File: src/rtl/ecc_corr_pkg.sv
package ecc_corr_pkg;
  typedef enum logic [1:0] {
    CLS_CLEAN = 2'b00,
    CLS_CODE  = 2'b01,
    CLS_FIX   = 2'b10,
    CLS_BAD   = 2'b11
  } ecc_cls_e;
endpackage

File: src/rtl/ecc_half_classify.sv
module ecc_half_classify
  import ecc_corr_pkg::*;
#(
  parameter int PW = 11
) (
  input  logic [2*PW-1:0] calc_i,
  input  logic [2*PW-1:0] stor_i,
  output ecc_cls_e        cls_o,
  output logic [PW-1:0]   addr_o
);
  localparam int CW    = 2 * PW;
  localparam int CNT_W = $clog2(CW + 1);

  logic [CW-1:0]    syn;
  logic [CNT_W-1:0] ones;
  logic [PW-1:0]    pair_chk;

  always_comb begin
    syn  = calc_i ^ stor_i;
    ones = '0;
    for (int i = 0; i < CW; i++) begin
      ones = ones + CNT_W'(syn[i]);
    end
    pair_chk = calc_i[PW-1:0] ^ calc_i[CW-1:PW] ^ stor_i[PW-1:0] ^ stor_i[CW-1:PW];
  end

  always_comb begin
    addr_o = '0;
    if (syn == '0 || calc_i == '0 || stor_i == '0) begin
      cls_o = CLS_CLEAN;
    end else if (ones == CNT_W'(1)) begin
      cls_o = CLS_CODE;
    end else if (ones == CNT_W'(PW) && pair_chk == {PW{1'b1}}) begin
      cls_o  = CLS_FIX;
      addr_o = syn[PW-1:0];
    end else begin
      cls_o = CLS_BAD;
    end
  end
endmodule

File: src/rtl/ecc_seq_ctrl.sv
module ecc_seq_ctrl (
  input  logic clk,
  input  logic rst_n,
  input  logic start_i,
  input  logic wide_i,
  output logic accept_o,
  output logic busy_o,
  output logic done_o
);
  logic busy_q, busy_d;
  logic done_q, done_d;

  always_comb begin
    accept_o = start_i && !busy_q;
    busy_d   = accept_o && wide_i;
    done_d   = (accept_o && !wide_i) || busy_q;
  end

  always_ff @(posedge clk or negedge rst_n) begin
    if (!rst_n) begin
      busy_q <= 1'b0;
      done_q <= 1'b0;
    end else begin
      busy_q <= busy_d;
      done_q <= done_d;
    end
  end

  assign busy_o = busy_q;
  assign done_o = done_q;

  assert_narrow_done_R6: assert property (@(posedge clk) disable iff (!rst_n)
    (start_i && !busy_q && !wide_i) |=> (done_q && !busy_q));

  assert_wide_done_R7: assert property (@(posedge clk) disable iff (!rst_n)
    busy_q |=> done_q);

  assert_busy_ignores_start_R8: assert property (@(posedge clk) disable iff (!rst_n)
    (busy_q && start_i) |=> !busy_q);

  assert_wide_no_early_done_R7: assert property (@(posedge clk) disable iff (!rst_n)
    (start_i && !busy_q && wide_i) |=> !done_q);
endmodule

File: src/rtl/ecc_byte_fix.sv
module ecc_byte_fix #(
  parameter int PW    = 11,
  parameter int BIT_W = 3
) (
  input  logic [PW-BIT_W:0]    idx_i,
  input  logic [2**BIT_W-1:0]  data_i,
  input  logic                 lo_valid_i,
  input  logic [PW-1:0]        lo_addr_i,
  input  logic                 hi_valid_i,
  input  logic [PW-1:0]        hi_addr_i,
  output logic [2**BIT_W-1:0]  data_o
);
  localparam int BYTE_BITS = PW - BIT_W;
  localparam int DW        = 2 ** BIT_W;

  logic [DW-1:0] mask;

  always_comb begin
    mask = '0;
    if (lo_valid_i && idx_i == {1'b0, lo_addr_i[PW-1:BIT_W]}) begin
      mask = mask | (DW'(1) << lo_addr_i[BIT_W-1:0]);
    end
    if (hi_valid_i && idx_i == {1'b1, hi_addr_i[PW-1:BIT_W]}) begin
      mask = mask | (DW'(1) << hi_addr_i[BIT_W-1:0]);
    end
    data_o = data_i ^ mask;
  end

  always_comb begin
    assert_single_flip_R9: assert ($countones(data_o ^ data_i) <= 1)
      else $error("more than one bit changed on the repair port");
  end

  logic unused_w;
  assign unused_w = ^BYTE_BITS;
endmodule

File: src/rtl/ecc_syndrome_corrector.sv
module ecc_syndrome_corrector
  import ecc_corr_pkg::*;
#(
  parameter int PW    = 11,
  parameter int BIT_W = 3
) (
  input  logic                  clk,
  input  logic                  rst_n,
  input  logic                  start_i,
  input  logic                  wide_i,
  input  logic [4*PW-1:0]       calc_code_i,
  input  logic [4*PW-1:0]       stor_code_i,
  output logic                  done_o,
  output logic [1:0]            cls_lo_o,
  output logic [1:0]            cls_hi_o,
  output logic                  err_o,
  output logic [PW-BIT_W:0]     fix_byte_lo_o,
  output logic [BIT_W-1:0]      fix_bit_lo_o,
  output logic [PW-BIT_W:0]     fix_byte_hi_o,
  output logic [BIT_W-1:0]      fix_bit_hi_o,
  input  logic [PW-BIT_W:0]     rmw_idx_i,
  input  logic [2**BIT_W-1:0]   rmw_data_i,
  output logic [2**BIT_W-1:0]   rmw_data_o
);
  localparam int CW     = 2 * PW;
  localparam int BYTE_W = PW - BIT_W;

  logic accept, busy;

  ecc_seq_ctrl u_ctrl (
    .clk      (clk),
    .rst_n    (rst_n),
    .start_i  (start_i),
    .wide_i   (wide_i),
    .accept_o (accept),
    .busy_o   (busy),
    .done_o   (done_o)
  );

  // Upper-half codes held for the second check cycle
  logic [CW-1:0] hold_calc_q, hold_stor_q;
  logic [CW-1:0] cl_calc, cl_stor;
  ecc_cls_e      cl_cls;
  logic [PW-1:0] cl_addr;

  always_comb begin
    cl_calc = busy ? hold_calc_q : calc_code_i[CW-1:0];
    cl_stor = busy ? hold_stor_q : stor_code_i[CW-1:0];
  end

  ecc_half_classify #(.PW(PW)) u_cls (
    .calc_i (cl_calc),
    .stor_i (cl_stor),
    .cls_o  (cl_cls),
    .addr_o (cl_addr)
  );

  ecc_cls_e      cls_lo_q, cls_hi_q, cls_hi_d;
  logic [PW-1:0] addr_lo_q, addr_hi_q, addr_hi_d;
  logic          hi_en;

  always_comb begin
    hi_en     = accept || busy;
    cls_hi_d  = busy ? cl_cls : CLS_CLEAN;
    addr_hi_d = busy ? cl_addr : '0;
  end

  always_ff @(posedge clk or negedge rst_n) begin
    if (!rst_n) begin
      hold_calc_q <= '0;
      hold_stor_q <= '0;
      cls_lo_q    <= CLS_CLEAN;
      addr_lo_q   <= '0;
    end else if (accept) begin
      hold_calc_q <= calc_code_i[2*CW-1:CW];
      hold_stor_q <= stor_code_i[2*CW-1:CW];
      cls_lo_q    <= cl_cls;
      addr_lo_q   <= cl_addr;
    end
  end

  always_ff @(posedge clk or negedge rst_n) begin
    if (!rst_n) begin
      cls_hi_q  <= CLS_CLEAN;
      addr_hi_q <= '0;
    end else if (hi_en) begin
      cls_hi_q  <= cls_hi_d;
      addr_hi_q <= addr_hi_d;
    end
  end

  logic lo_fix, hi_fix;
  assign lo_fix = (cls_lo_q == CLS_FIX);
  assign hi_fix = (cls_hi_q == CLS_FIX);

  always_comb begin
    cls_lo_o      = cls_lo_q;
    cls_hi_o      = cls_hi_q;
    err_o         = (cls_lo_q == CLS_CODE) || (cls_lo_q == CLS_BAD) ||
                    (cls_hi_q == CLS_CODE) || (cls_hi_q == CLS_BAD);
    fix_byte_lo_o = lo_fix ? {1'b0, addr_lo_q[PW-1:BIT_W]} : '0;
    fix_bit_lo_o  = lo_fix ? addr_lo_q[BIT_W-1:0] : '0;
    fix_byte_hi_o = hi_fix ? {1'b1, addr_hi_q[PW-1:BIT_W]} : '0;
    fix_bit_hi_o  = hi_fix ? addr_hi_q[BIT_W-1:0] : '0;
  end

  ecc_byte_fix #(.PW(PW), .BIT_W(BIT_W)) u_fix (
    .idx_i      (rmw_idx_i),
    .data_i     (rmw_data_i),
    .lo_valid_i (lo_fix),
    .lo_addr_i  (addr_lo_q),
    .hi_valid_i (hi_fix),
    .hi_addr_i  (addr_hi_q),
    .data_o     (rmw_data_o)
  );

  assert_lo_stable_R7: assert property (@(posedge clk) disable iff (!rst_n)
    busy |=> $stable(cls_lo_q));

  assert_hi_clean_narrow_R6: assert property (@(posedge clk) disable iff (!rst_n)
    (accept && !wide_i) |=> (cls_hi_q == CLS_CLEAN));

  logic unused_w;
  assign unused_w = ^BYTE_W;
endmodule

File: config.mk
export PLATFORM = sky130hd
export DESIGN_NAME = ecc_syndrome_corrector
export DESIGN_NICKNAME = d
export VERILOG_FILES = /design/src/rtl/ecc_corr_pkg.sv /design/src/rtl/ecc_half_classify.sv /design/src/rtl/ecc_seq_ctrl.sv /design/src/rtl/ecc_byte_fix.sv /design/src/rtl/ecc_syndrome_corrector.sv
export SDC_FILE = /design/constraint.sdc
export NUM_CORES = 1
export LEC_CHECK = 0
export ABC_CLOCK_PERIOD_IN_PS = 7800
export CAP_MARGIN = 20
export CORE_MARGIN = 2
export CORE_UTILIZATION = 46
export CTS_BUF_LIST = sky130_fd_sc_hd__clkbuf_8
export CTS_CLUSTER_DIAMETER = 40
export DETAILED_ROUTE_END_ITERATION = 10
export PLACE_DENSITY = 0.86
export SLEW_MARGIN = 20
export SYNTH_ARGS = -nofsm -noshare
export SYNTH_HDL_FRONTEND = slang
export SYNTH_SLANG_ARGS = --single-unit
File: constraint.sdc
create_clock -name clk -period 7.8 [get_ports clk]
set_clock_uncertainty 0.05 [all_clocks]
set_input_delay 1.56 -clock clk [delete_from_list [all_inputs] [get_ports clk]]
set_output_delay 1.56 -clock clk [all_outputs]
set_load 0.01 [all_outputs]
== Word-level counts from Yosys, hierarchy flattened ==
Index checks and enable logic that the tools add are counted.
Word-level totals
  word-level logic and storage cells: 82
  bits in latches: 0
  flip-flop bits (word level): 72
  memories kept: 0
  ROM bits: 0
  RAM bits: 0
Cells by class
  eq/ne operators: 11
  reductions and logical operators: 18
  shift-type cells: 2
  multiply operators: 0
  bitwise gates (word level): 6
  $lt $le $gt $ge: 0
  $add $sub $neg: 21
  divide/modulo/power cells: 0
  muxes and demuxes: 16
Operator list (number)
  5-bit by 1-bit adder with 5-bit output: 20
  22-bit zero test: 3
  11-bit two-way mux: 4
  22-bit two-way mux: 2
  11-bit XOR: 3
  8-bit two-way mux: 3
  22-bit XOR: 1
  1-bit by 3-bit left shift with 8-bit output (first input constant): 2
  11-bit == test (second input constant): 1
  9-bit by 8-bit == test with 1-bit output: 1
  9-bit == test: 1
  9-bit two-way mux: 1
  2-bit == test (second input constant): 4
  8-bit bitwise OR: 1
  8-bit XOR: 1
  1-bit logical OR: 7
  1-bit logical AND: 6
  2-bit two-way mux: 3
  3-bit two-way mux: 2
  5-bit by 1-bit == test with 1-bit output (second input constant): 1
  5-bit by 4-bit == test with 1-bit output (second input constant): 1
  2-bit by 1-bit == test with 1-bit output (second input constant): 2
  1-bit by 1-bit adder with 2-bit output: 1
  1-bit zero test: 2
  1-bit two-way mux: 1

== Depth between registers and ports, before layout ==
  depth after elaboration: 29
  gate-level depth with buffers: 21

== Modules after synthesis ==
Synthesis repeated with hierarchy kept, for this count alone.
Second synthesis, totals
  cells, all modules: 462
  area total of the unflattened synthesis: 5739.3 sq um
Modules (own cells, without submodules)
  ecc_syndrome_corrector: cells an instance 255, area an instance 3861.2 sq um, sequential area each 1751.7 sq um, times used 1
  ecc_half_classify: cells an instance 139, area an instance 1315.0 sq um, sequential area each 0.0 sq um, times used 1
  ecc_byte_fix: cells an instance 62, area an instance 481.7 sq um, sequential area each 0.0 sq um, times used 1
  ecc_seq_ctrl: cells an instance 6, area an instance 81.3 sq um, sequential area each 50.0 sq um, times used 1

== Worst setup path after synthesis ==
OpenSTA, ideal clock, no wires.
  kind: input to register
  from: input calc_code_i[1]
  to: register addr_lo_q[2]
  path slack: 0.736 ns
  library setup time: 0.092 ns
  stages: 19
  arrival: 6.922 ns
  cell sequence: xor2_1 mux2_2 ha_1 inv_1 fa_1 fa_1 fa_1 fa_1 fa_1 fa_1 inv_1 fa_1 xor2_1 a2bb2oi_1 or4b_1 nor4_1 nand4_1 buf_4 o31ai_2
On the way
  cells in the longest elaborated chain, start to end: 28
  elaborated cells on any way between the ends: 37
RTL lines
  from (decl): RTL line ecc_syndrome_corrector.sv:11  | input logic [4*PW-1:0] calc_code_i,
  22-bit two-way mux *: RTL line ecc_syndrome_corrector.sv:47  | cl_calc = busy ? hold_calc_q : calc_code_i[CW-1:0];
  22-bit XOR: RTL line ecc_half_classify.sv:19  | syn = calc_i ^ stor_i;
  1-bit by 1-bit adder with 2-bit output: RTL line ecc_half_classify.sv:22  | ones = ones + CNT_W'(syn[i]);
  5-bit by 1-bit adder with 5-bit output (20 in a row): RTL line ecc_half_classify.sv:22
  5-bit by 4-bit == test with 1-bit output: RTL line ecc_half_classify.sv:33  | end else if (ones == CNT_W'(PW) && pair_chk == {PW{1'b1}}) begin
  1-bit logical AND: RTL line ecc_half_classify.sv:33
  11-bit two-way mux: RTL line ecc_half_classify.sv:33
  11-bit two-way mux: RTL line ecc_half_classify.sv:31  | end else if (ones == CNT_W'(1)) begin
  11-bit two-way mux *: RTL line ecc_half_classify.sv:29  | if (syn == '0 || calc_i == '0 || stor_i == '0) begin
  to (signal assigned): RTL line ecc_syndrome_corrector.sv:78  | addr_lo_q <= cl_addr;
  to (decl): RTL line ecc_syndrome_corrector.sv:59  | logic [PW-1:0] addr_lo_q, addr_hi_q, addr_hi_d;
Every way passes the cells marked *; elsewhere a longest branch is shown, timed or not.
A chain may end at the register's enable or synchronous reset.

== Worst setup path in the final report ==
  from: input calc_code_i[0]
  to: register addr_lo_q[7]
Same word-level chain as after synthesis.

==> results_dict.tcl <==
set metrics [dict create \
    status "finished clean" \
    fin_crit_ns 7.63 \
    hp-start "addr_lo_q[4]" \
    clock.fmax_ghz 0.131 \
    period_share_pct 97.8 \
    p_clk_share_pct 18.8 \
    coreArea_um2 10900 \
    cts_root_buf "clkbuf_8" \
    finalNetCount 846 \
    grt_max_degree 73 \
    crit_fanout 17 \
    die_area_um2 12000 \
    hold_viol 0 \
    power_density_nw_per_um2 252 \
    power_frac_seq_pct 25.3 \
    start_util_pct 47.2 \
    report.final.slew_viol_count 0 \
    setup_viol 0 \
    ys_async_sr_fraction_pct 100 \
    insertion_delay_ns 0.36 \
    fp.dieH_um 110 \
    final_common_cell "nand2_1" \
    synth_top_area_share_pct 35.1 \
    clkTransAtPathRegs_ns 0.08 \
    cts.repair.resized 0 \
    endpoint_kind "register" \
    syn_avg_cell_area_um2 8.99 \
    postCtsHoldBufs 0 \
    wl_per_cell_um 17.6 \
    dieWidth_um 110 \
    total_power_mw 1.75 \
    dp_hpwl_um 12300 \
    maxSlewHeadroom_pct 41.0 \
    num_io_pins 147 \
    yosysWarningCount 0 \
    drtIter0Drc 254 \
    cts_buffers 9 \
    grtUsageTotal_pct 27.2 \
    rsz0062_at_grt "yes" \
    area_growth_syn_to_layout_pct 35.3 \
    yosys.area.top_type "dfrtp_1" \
    cp.required_ns 8.02 \
    critical_path_class "input port to register" \
    syn_inst 571 \
    r2r-start "u_ctrl.busy_o" \
    portBuffers 145 \
    post-cts-setup-buffer-count 0 \
    ys_seq_area_share_pct 35.1 \
    pwr-share-comb_pct 55.8 \
    drt_wl_total_um 15100 \
    tightest_slew_ns 0.885 \
    rows 38 \
    fin_ws_ns 0.170 \
    cts_sinks 72 \
    vias_per_cell 5.39 \
    drc 0 \
    holdPathStages 2 \
    leakage_nw 3.08 \
    synthFlopType "dfrtp_1" \
    ys_types 48 \
    grt_pass1_wl_um 24600 \
    vias 4628 \
    antenna_left 0 \
    synthesis.area_um2 5130 \
    dr.pass1.iters 5 \
    antenna_found_initial 0 \
    arrival_ns 7.85 \
    synth-seq-cells 72 \
    diodes 0 \
    switching_power_mw 0.700 \
    regToRegSetupSlack_ns 0.99 \
    netSwitchingFraction_pct 39.9 \
    h-tree-depth 3 \
    startpoint_type "input port" \
    ys_top_cells_by_area "dfrtp_1 35%, nand2_1 13%, xor2_1 9.0%" \
    hold_end "addr_lo_q[4]" \
    cts_buffer_depth 2 \
    hold_class "register to register" \
    cts_tree "built" \
    peakVddDrop_mv 0.208 \
    gp_congestion 0.940 \
    ff2ff_path_depth 19 \
    maxCapViolations 0 \
    r2r_end "addr_lo_q[7]" \
    internal_power_mw 1.05 \
    final_cell_mix "182 x nand2_1, 144 x clkdlybuf4s50_1, 72 x dfrtp_1" \
    grt_pass1_vias 4872 \
    drive_gt1_share_pct 9.75 \
    synth.net_count 703 \
    grt_overflow 0 \
    place_ws_ns -0.0993 \
    synth-edff-count 0 \
]
-- worst max-delay path: stages --
cell	delay [ns]
clkdlybuf4s50_1	0.48
xor2_1	0.22
mux2_2	0.30
ha_1	0.28
inv_1	0.04
fa_1	0.50
fa_1	0.43
fa_1	0.51
fa_1	0.43
fa_1	0.53
fa_1	0.19
inv_1	0.07
fa_1	0.46
xor2_1	0.17
a2bb2oi_1	0.15
or4b_1	0.50
nor4_2	0.30
nand4_1	0.20
buf_4	0.28
o31ai_2	0.24
-- power groups by stage --
stage / Sequential, mW / Combinational [mW] / Clock [mW]
6_report: 0.444 / 0.978 / 0.330
5_1_grt: 0.448 / 1.11 / 0.346
4_1_cts: 0.443 / 0.975 / 0.330
3_5_place_dp: 0.451 / 0.967 / 0
3_3_place_gp: 0.449 / 0.893 / 0
2_1_floorplan: 0.442 / 0.680 / 0
-- cells by family (layout without fill, tap and decap cells) --
kind of cell | Yosys count | count (layout) | synth area share [%]
compound gates | 45 | 45 | 8.53
xor+xnor | 80 | 80 | 13.6
fa+ha+maj | 23 | 23 | 7.80
buf+inv | 50 | 197 | 4.56
flops | 72 | 72 | 35.1
mux | 22 | 22 | 5.31
other cells | 1 | 1 | 0.0730
simple gates | 278 | 278 | 25.0
-- through the flow --
stage	hold slack (ns)	setup TNS, ns	std cells	util (%)	cell area [um2]
6_report	0.482	0	858	63.8	6940
3_5_place_dp	0.461	-1.19	843	61.7	6720
2_1_floorplan	0.429	0	571	-	5130
5_1_grt	0.510	-0.146	858	63.8	6940
3_3_place_gp	0.439	0	843	61.7	6720
4_1_cts	0.480	0	858	63.7	6930
-- Yosys cell counts (5+ instances only) --
cell / number
nor4_1: 20
clkbuf_1: 17
xor2_1: 53
nand3_1: 12
nor2_1: 6
and2_1: 23
mux2i_1: 10
nand2_1: 182
o21ai_0: 5
nor3_1: 6
inv_1: 22
mux2i_2: 6
nor2b_1: 5
ha_1: 8
nand4_1: 9
dfrtp_1: 72
xnor2_1: 27
fa_1: 15
o31ai_2: 20
-- routing by layer --
layer  up-vias  wire length [um]  track usage (%)
li1       2181                 -                -
met1      2203              5940             32.4
met2       216              7610             49.5
met3        28              1190             4.09
met4         0               385             9.67
met5         -                 0                0
-- flip-flops by register name (all words and copies together) (netlist names) --
signal / cells
hold_stor_q: 22
u_ctrl.done_o: 1
addr_lo_q: 11
cls_hi_o: 2
hold_calc_q: 22
cls_lo_o: 2
addr_hi_q: 11
u_ctrl.busy_o: 1
-- worst max-delay path by stage --
stage / start / end / cells after the start / slack, ns
global route: calc_code_i[0] / addr_lo_q[6] / 20 / -0.03
CTS: calc_code_i[0] / addr_lo_q[7] / 20 / 0.27
floorplan: calc_code_i[1] / addr_lo_q[2] / 19 / 0.74
global placement: calc_code_i[0] / addr_lo_q[9] / 20 / 0.10
detailed placement: calc_code_i[0] / addr_lo_q[5] / 20 / -0.1
finish: calc_code_i[0] / addr_lo_q[7] / 20 / 0.17
-- layout make-up --
cell class / instances / area (um2)
fillers: 869 / 3940
flip-flops and latches: 72 / 1800
multi-input cells: 449 / 3110
clock buffers: 9 / 124
repair buffers: 159 / 1550
clock inverters: 6 / 93.8
well taps: 140 / 175
inverters: 23 / 86.3
No activity file was read; power rests on OpenSTA's default activity.
